===== src/rtl/vcx_pkg.sv =====
package vcx_pkg;
  typedef enum logic {
    OP_PACK    = 1'b0,
    OP_SCATTER = 1'b1
  } vcx_op_e;
endpackage


===== src/rtl/vcx_seq.sv =====
module vcx_seq #(
  parameter int ELEMS = 8,
  localparam int IW = (ELEMS > 1) ? $clog2(ELEMS) : 1
) (
  input  logic          clk,
  input  logic          rst,
  input  logic          start,
  output logic          load,
  output logic          busy,
  output logic          last,
  output logic [IW-1:0] idx,
  output logic          valid
);
  localparam logic [IW-1:0] LAST_IDX = IW'(ELEMS - 1);

  assign load = start && !busy;
  assign last = busy && (idx == LAST_IDX);

  always_ff @(posedge clk) begin
    if (rst) begin
      busy  <= 1'b0;
      idx   <= '0;
      valid <= 1'b0;
    end else begin
      valid <= last;
      if (load) begin
        busy <= 1'b1;
        idx  <= '0;
      end else if (busy) begin
        if (last) begin
          busy <= 1'b0;
          idx  <= '0;
        end else begin
          idx <= idx + 1'b1;
        end
      end
    end
  end
endmodule


===== src/rtl/vcx_lanes.sv =====
module vcx_lanes
  import vcx_pkg::*;
#(
  parameter int ELEMS = 8,
  parameter int DW    = 8,
  localparam int IW = (ELEMS > 1) ? $clog2(ELEMS) : 1,
  localparam int CW = $clog2(ELEMS + 1)
) (
  input  logic              clk,
  input  logic              rst,
  input  logic              load,
  input  logic              step,
  input  logic              last,
  input  logic [IW-1:0]     idx,
  input  logic              op_in,
  input  logic [ELEMS-1:0]  mask_in,
  input  logic [ELEMS*DW-1:0] src_in,
  input  logic [ELEMS*DW-1:0] bg_in,
  output logic [ELEMS*DW-1:0] result,
  output logic [CW-1:0]     count
);
  logic [DW-1:0]    src_q [ELEMS];
  logic [DW-1:0]    res_q [ELEMS];
  logic [ELEMS-1:0] mask_q;
  vcx_op_e          op_q;
  logic [CW-1:0]    ptr_q;
  logic [IW-1:0]    ptr_i;
  logic             hit;

  assign ptr_i = ptr_q[IW-1:0];
  assign hit   = step && mask_q[idx];

  always_ff @(posedge clk) begin
    if (rst) begin
      mask_q <= '0;
      op_q   <= OP_PACK;
      ptr_q  <= '0;
      count  <= '0;
    end else begin
      if (load) begin
        mask_q <= mask_in;
        op_q   <= vcx_op_e'(op_in);
        ptr_q  <= '0;
      end else if (hit) begin
        ptr_q <= ptr_q + 1'b1;
      end
      if (last) begin
        count <= ptr_q + CW'(hit);
      end
    end
  end

  always_ff @(posedge clk) begin
    if (load) begin
      for (int k = 0; k < ELEMS; k++) begin
        src_q[k] <= src_in[k*DW +: DW];
      end
    end
  end

  always_ff @(posedge clk) begin
    if (rst) begin
      for (int k = 0; k < ELEMS; k++) begin
        res_q[k] <= '0;
      end
    end else if (load) begin
      for (int k = 0; k < ELEMS; k++) begin
        res_q[k] <= bg_in[k*DW +: DW];
      end
    end else if (hit) begin
      if (op_q == OP_PACK) begin
        res_q[ptr_i] <= src_q[idx];
      end else begin
        res_q[idx] <= src_q[ptr_i];
      end
    end
  end

  for (genvar g = 0; g < ELEMS; g++) begin : g_out
    assign result[g*DW +: DW] = res_q[g];
  end
endmodule


===== src/rtl/vcx_unit.sv =====
module vcx_unit #(
  parameter int ELEMS = 8,
  parameter int DW    = 8,
  localparam int IW = (ELEMS > 1) ? $clog2(ELEMS) : 1,
  localparam int CW = $clog2(ELEMS + 1)
) (
  input  logic                clk,
  input  logic                rst,
  input  logic                start,
  input  logic                op_sel,
  input  logic [ELEMS-1:0]    mask,
  input  logic [ELEMS*DW-1:0] src_vec,
  input  logic [ELEMS*DW-1:0] bg_vec,
  output logic [ELEMS*DW-1:0] result_vec,
  output logic [CW-1:0]       pack_cnt,
  output logic                valid
);
  logic          load;
  logic          busy;
  logic          last;
  logic [IW-1:0] idx;

  vcx_seq #(.ELEMS(ELEMS)) u_seq (
    .clk   (clk),
    .rst   (rst),
    .start (start),
    .load  (load),
    .busy  (busy),
    .last  (last),
    .idx   (idx),
    .valid (valid)
  );

  vcx_lanes #(.ELEMS(ELEMS), .DW(DW)) u_lanes (
    .clk     (clk),
    .rst     (rst),
    .load    (load),
    .step    (busy),
    .last    (last),
    .idx     (idx),
    .op_in   (op_sel),
    .mask_in (mask),
    .src_in  (src_vec),
    .bg_in   (bg_vec),
    .result  (result_vec),
    .count   (pack_cnt)
  );
endmodule


===== config.mk =====
export PLATFORM = sky130hd
export DESIGN_NAME = vcx_unit
export DESIGN_NICKNAME = d
export VERILOG_FILES = /design/src/rtl/vcx_pkg.sv /design/src/rtl/vcx_seq.sv /design/src/rtl/vcx_lanes.sv /design/src/rtl/vcx_unit.sv
export SDC_FILE = /design/constraint.sdc
export NUM_CORES = 1
export LEC_CHECK = 0
export ABC_AREA = 1
export BUFFER_PORTS_ARGS = -buffer_cell sky130_fd_sc_hd__buf_4
export CORE_UTILIZATION = 53
export CTS_BUF_LIST = sky130_fd_sc_hd__clkbuf_4 sky130_fd_sc_hd__clkbuf_8 sky130_fd_sc_hd__clkbuf_16
export CTS_CLUSTER_DIAMETER = 100
export CTS_CLUSTER_SIZE = 8
export DETAILED_ROUTE_END_ITERATION = 10
export GPL_TIMING_DRIVEN = 1
export PLACE_DENSITY_LB_ADDON = 0.2
export SLEW_MARGIN = 20
export SYNTH_ARGS = -nofsm -noshare
export SYNTH_HDL_FRONTEND = slang
export SYNTH_SLANG_ARGS = --single-unit
export TNS_END_PERCENT = 50

===== constraint.sdc =====
create_clock -name clk -period 2.4 [get_ports clk]
set_input_delay 0.24 -clock clk [delete_from_list [all_inputs] [get_ports clk]]
set_output_delay 0.24 -clock clk [all_outputs]
set_load 0.05 [all_outputs]

==> flow_summary_export.csv, run 1 <==
group,metric,value,unit
placement,gp_congestion,0.845,
floorplan,core_area,0.0139,sq mm
clocking,worstSkewPairLatency,0.43,ns
floorplan,ioPinCount,209,
clocking,clk_pin_slew,0.06,ns
timing,setup-tns-final,0,ns
worst_setup_path,critical_path_class,"flip-flop to flip-flop",
global_routing,grt_antenna_before_repair,0,
layout,postLayoutCoreUtil,0.760,
worst_setup_path,worstSetupStartpoint,"u_seq.idx[1]",
worst_setup_path,timing.critical_path.buf_inv,3,
layout,most-common-layout-cells,"nand2_1, buf_4, edfxtp_1",
timing,layout_min_cycle_time,2.20,ns
yosys,ys_types,24,
layout,drive_gt1_frac,0.265,
flow_run,drv_cap,0,
yosys,yosys_warnings,0,
timing,worst_clock_skew,0.00978,ns
yosys,synth-simple-area-share,0.238,
worst_setup_path,rrSetupSlack,0.20,ns
worst_setup_path,crit_fanout,10,
floorplan,fp.dieH,121,microns
timing,maxSlewViolCount,0,
timing,fin_crit_sh,0.917,
yosys,muxShareOfSynthArea,0,
layout,layout_commonest_cell,"nand2_1",
yosys,synth_compound_area_frac,0.103,
yosys,synth_xor_area_frac,0.00116,
clocking,clk_path_buf_depth,2,
global_routing,track_usage,0.303,
clocking,htreeDepth,4,
hold_path,hp-class,"input port to flip-flop",
clocking,tritoncts,"yes",
placement,dpl_cell_area,0.00929,sq mm
timing,setup_viol,0,
yosys,synth_area_leader_cell,"edfxtp_1",
worst_setup_path,reg2reg_from,"u_seq.idx[1]",
routing,drtIter0Drc,692,
clocking,cts_made_buffers,17,
timing,fmax,454,MHz
timing,rsz0062_at_grt,"no",
timing,tightest_slew,0.549,ns
layout,design_area,0.0106,sq mm
clocking,clock-root-buffer,"clkbuf_16",
clocking,cts_sinks,156,
placement,port_buffers,208,
worst_setup_path,critPathTopFamily,"simple AND/OR/NAND/NOR gates",
routing,vias,7005,
routing,ant_nets,0,
worst_setup_path,critPathCaptureType,"flip-flop",
yosys,syn_avg_cell_area,9.09,sq um
yosys,synth_top_family_by_area,"simple AND/OR/NAND/NOR gates",
worst_setup_path,crit_slowest_cell,"dfxtp_1",
power,powerDensity,677,mW/mm^2
global_routing,grt_pass1_vias,6809,
routing,route.detailed.drc,0,
floorplan,rows,43,
power,vdd_drop_max,0.469,mV
run_status,status,"complete, no violations",
yosys,synthAdderAreaFrac,0.00831,
worst_setup_path,cpPeakStageDelay,0.43,ns
power,leakage,4.75,nW
worst_setup_path,crit_end,"u_lanes.res_q[5][2]",
yosys,ys_seq_elements,156,
timing,final_hold_viol_count,0,
floorplan,design.die.area,0.0147,sq mm
routing,wire_per_inst,16.5,microns
timing,holdWs,0.0173,ns
worst_setup_path,crit_required,2.58,ns
yosys,syn-num-nets,973,
yosys,synth_area_leaders,"edfxtp_1, nand2_1, dfxtp_1, o21ai_0, nand3_1",
yosys,synth_top_cell_area_share,0.511,
routing,wirelength,21.4,mm
global_routing,overflow,0,
routing,drt-pass1-iter-count,8,
global_routing,grt_pass1_wl,33.5,mm
worst_setup_path,crit_path_start_kind,"flip-flop",
yosys,synth_seq_area_share,0.585,
worst_setup_path,path_cells,"inv_1 > nand3_1 > nand2_1 > nand2_1 > nand2_2 > nand2_2 > inv_2 > buf_4 > nand3_1 > nand2_1 > nand3_1 > nand2_1",
layout,area_growth,40.2,%
yosys,synth_area,0.00753,sq mm
routing,vias_per_cell,5.40,
yosys,synth_cells,828,
floorplan,start_util,0.542,
worst_setup_path,worstReg2RegEnd,"u_lanes.res_q[5][2]",
placement,hpwl,14.1,mm
layout,antenna_cells,0,
worst_setup_path,crit_cells,12,
floorplan,die_w,121,microns
timing,slew_headroom,0.633,
layout,nets,1250,
worst_setup_path,cp_data_arrival_time,2.38,ns
worst_setup_path,crit_path_frequent_cell,"nand2_1",
worst_setup_path,r2r_cells,12,
global_routing,grt_max_degree,44,
-- where the power goes --
part           internal [mW]  switching (mW)  total [mW]
clock                   1.64            1.06        2.70
combinational          0.448           0.784        1.23
sequential              3.13          0.0717        3.21
total                   5.23            1.91        7.14
-- worst min path at each step --
| stage | startpoint | to | cells past startpoint |
|---|---|---|---|
| floorplan | src_vec[0] | u_lanes.src_q[0][0] | 0 |
| global placement | src_vec[28] | u_lanes.src_q[3][4] | 1 |
| detailed placement | src_vec[58] | u_lanes.src_q[7][2] | 1 |
| CTS | op_sel | u_lanes.op_q | 3 |
| global route | mask[7] | u_lanes.mask_q[7] | 3 |
| finish | op_sel | u_lanes.op_q | 3 |
-- routing by layer --
layer  part of all wire  global-route usage  wire length (microns)
met3              0.081              0.0700                   1730
met5                  0                   0                      0
met2               0.51               0.525                  10900
met4              0.030               0.128                    638
met1               0.38               0.360                   8170
-- registers in the layout, indices dropped and copies added, names as in the netlist, named ones only --
| register | flops |
|---|---|
| u_lanes.src_q | 64 |
| u_lanes.mask_q | 8 |
| u_lanes.count | 4 |
| u_lanes.op_q | 1 |
| u_seq.valid | 1 |
| u_seq.busy | 1 |
| u_lanes.res_q | 64 |
| u_lanes.ptr_q | 4 |
| u_seq.idx | 3 |
-- worst min-delay path, cell delays in order --
cell,delay (ns)
buf_4,0.08
nand2_1,0.04
o21ai_0,0.05
-- repair_timing --
item,CTS,global route
resized for setup,0,4
hold buffers,64,0
endpoints found under the hold margin,64,0
buffers inserted,0,3
endpoints found under the setup margin,0,68
-- synth_stat cells (all sizes together) --
library cell / count
nand4: 7
nand2: 256
nand3: 81
dfxtp: 28
a21oi: 41
ha: 5
edfxtp: 128
nor2: 64
clkbuf: 23
inv: 60
buf: 21
xnor2: 1
o21ai: 112
o221ai: 1
-- cell type report --
type                       instances  area, sq um
sequential                       156         4410
fill                             978         3330
multi-input combinational        568         2650
timing repair buffer             302         2450
clock buffer                      19          440
inverter                          60          225
tap                              180          225
clock inverter                    12          148
-- stage by stage --
step           power (mW)  std cells  setup slack [ns]
4_1_cts              7.13       1294            0.0740
3_5_place_dp         4.39       1199            0.0971
3_3_place_gp         4.37       1199             0.202
2_1_floorplan        3.91        828             0.239
5_1_grt              7.37       1297            0.0421
6_report             7.14       1297             0.199
-- logic make-up after synthesis --
group,after synthesis
AO/OA/AOI/OAI,154
XOR/XNOR,1
AND/OR/NAND/NOR,408
adder cells (fa/ha/maj),5
buffers and inverters,104
flip-flops,156
(Power assumes the default switching activity.)
==> inputs of run 2 (changes only) <==
CTS_CLUSTER_DIAMETER = not set   (was 100)
CTS_CLUSTER_SIZE = not set   (was 8)
PLACE_DENSITY = 0.88   (was not set)
PLACE_DENSITY_LB_ADDON = not set   (was 0.2)
==> run 2 against run 1 <==
Effect of this change:
- worst setup slack lost 0.085 ns
- power grew 0.46%
- clock power is essentially flat
- sequential cell count is the same
- first-iteration DRC count grew 60%
- clock-buffer cell count is the same
- clock skew shrank 0.0010 ns
- fmax shrank 3.7%
- highest routed layer unchanged
- critical path depth grew 1
==> flow_summary_export.csv, run 2 (synthesis results as in run 1) <==
group,metric,value,unit
routing,dr_wl_met2,11.2,mm
run_status,status,"complete, no violations",
layout,area_growth,39.7,%
routing,highest_layer,"met4",
timing,finalWorstSetupSlack,0.115,ns
layout,nets,1245,
layout,design_area,0.0105,sq mm
routing,wire_per_inst,17.5,microns
placement,dp.cells,1192,
hold_path,min_path_cells,3,
global_routing,overflow,0,
floorplan,die_w,121,microns
floorplan,fp.dieH,121,microns
worst_setup_path,critPathCaptureType,"flip-flop",
layout,fin_cells,1292,
placement,gp_congestion,0.888,
worst_setup_path,r2r_cells,13,
timing,rsz0062_at_grt,"yes",
layout,seqCellArea,0.00440,sq mm
worst_setup_path,reg2reg_from,"u_seq.idx[0]",
power,pwr-share-seq,0.448,
power,switching_share,0.272,
timing,setup-tns-final,0,ns
layout,nFillCells,881,
global_routing,grt_pass1_wl,34.1,mm
timing,setup_viol,0,
placement,dpl_cell_area,0.00923,sq mm
clocking,htreeDepth,4,
placement,port_buffers,208,
power,clock_power_share,0.379,
global_routing,track_usage,0.312,
floorplan,design.die.area,0.0147,sq mm
worst_setup_path,crit_end,"u_lanes.res_q[0][4]",
layout,layout_commonest_cell,"nand2_1",
routing,wl_met1,8.14,mm
timing,maxSlewViolCount,0,
floorplan,rows,43,
flow_run,drv_cap,0,
global_routing,grt_max_degree,58,
clocking,cts_sinks,156,
layout,reg_top3,"u_lanes.res_q (64), u_lanes.src_q (64), u_lanes.mask_q (8)",
floorplan,start_util,0.542,
clocking,tritoncts,"yes",
routing,wirelength,22.6,mm
power,p_total,7.17,mW
floorplan,core_area,0.0139,sq mm
routing,route.detailed.drc,0,
layout,postLayoutCoreUtil,0.758,
timing,final_hold_viol_count,0,
power,powerDensity,682,mW/mm^2
routing,vias,7221,
timing,holdWs,0.0133,ns
timing,fmax,438,MHz
clocking,clk_path_buf_depth,2,
placement,post-place-ws,0.0261,ns
timing,layout_min_cycle_time,2.29,ns
layout,antenna_cells,0,
power,p_int,5.22,mW
worst_setup_path,rrSetupSlack,0.11,ns
worst_setup_path,crit_required,2.70,ns
hold_path,hp-class,"input port to flip-flop",
timing,slew_headroom,0.575,
routing,drt-pass1-iter-count,8,
power,combPwrFrac,0.173,
routing,met3RoutedLength,2.22,mm
floorplan,ioPinCount,209,
power,vdd_drop_max,0.641,mV
global_routing,grt_pass1_vias,6727,
clocking,clk_pin_slew,0.06,ns
clocking,cts_made_buffers,17,
worst_setup_path,worstSetupStartpoint,"u_seq.idx[0]",
worst_setup_path,crit_path_start_kind,"flip-flop",
routing,vias_per_cell,5.59,
clocking,worstSkewPairLatency,0.43,ns
worst_setup_path,critical_path_class,"flip-flop to flip-flop",
worst_setup_path,crit_fanout,10,
layout,most-common-layout-cells,"nand2_1, buf_4, edfxtp_1",
power,leakage,4.72,nW
routing,ant_nets,0,
routing,drtIter0Drc,1109,
clocking,clock-root-buffer,"clkbuf_16",
timing,tightest_slew,0.636,ns
timing,fin_crit_sh,0.952,
worst_setup_path,cp_data_arrival_time,2.58,ns
layout,drive_gt1_frac,0.267,
power,netSwitchingPower,1.95,mW
layout,multiInputGateArea,0.00267,sq mm
worst_setup_path,worstReg2RegEnd,"u_lanes.res_q[0][4]",
placement,hpwl,14.3,mm
timing,worst_clock_skew,0.00876,ns
global_routing,grt_antenna_before_repair,0,
==> run 2: what timing repair did <==
action                     CTS  global route
gates cloned                 0             0
buffers inserted             0             5
setup endpoints to repair    8            82
hold endpoints to repair    64             0
hold buffers                64             0
pin swaps                    0             2
gates resized for setup      1             9
==> run 2: worst max-delay path: stages, from the launching register on <==
cell and delay, ns:
dfxtp_1 0.45, inv_2 0.11, nand2_1 0.08, nand3_1 0.08, nand2_1 0.10, nand2_1 0.08, nand2_2 0.16, nand2_2 0.12
inv_2 0.08, buf_4 0.17, nand3_1 0.08, nand2_1 0.39, nand3_1 0.15, nand2_1 0.09
==> run 2: power groups by stage <==
stage          Combinational, mW  Sequential [mW]  Clock [mW]
2_1_floorplan              0.342             3.57           0
3_3_place_gp                1.10             3.26           0
3_5_place_dp                1.12             3.26           0
4_1_cts                     1.21             3.21        2.72
5_1_grt                     1.31             3.22        2.83
6_report                    1.24             3.21        2.72
==> run 2: routing by layer <==
metal / up-vias / track usage
met1: 3278 / 0.370
met2: 514 / 0.523
met4: 0 / 0.177
met5: - / 0
met3: 90 / 0.0691
li1: 3339 / -
==> run 2: worst min-delay path by stage <==
stage,to,startpoint
after floorplan,u_lanes.src_q[0][0],src_vec[0]
after global placement,u_lanes.src_q[0][4],src_vec[4]
after detailed placement,u_lanes.src_q[6][6],src_vec[54]
after CTS,u_lanes.mask_q[3],mask[3]
after global routing,u_lanes.mask_q[1],mask[1]
final,u_lanes.mask_q[3],mask[3]
==> run 2: area by class of cell <==
class | count | area share
tap | 180 | 0.0214
clock inverter | 12 | 0.0139
sequential | 156 | 0.419
multi-input combinational | 568 | 0.254
inverter | 60 | 0.0214
clock buffer | 19 | 0.0419
timing repair buffer | 297 | 0.228
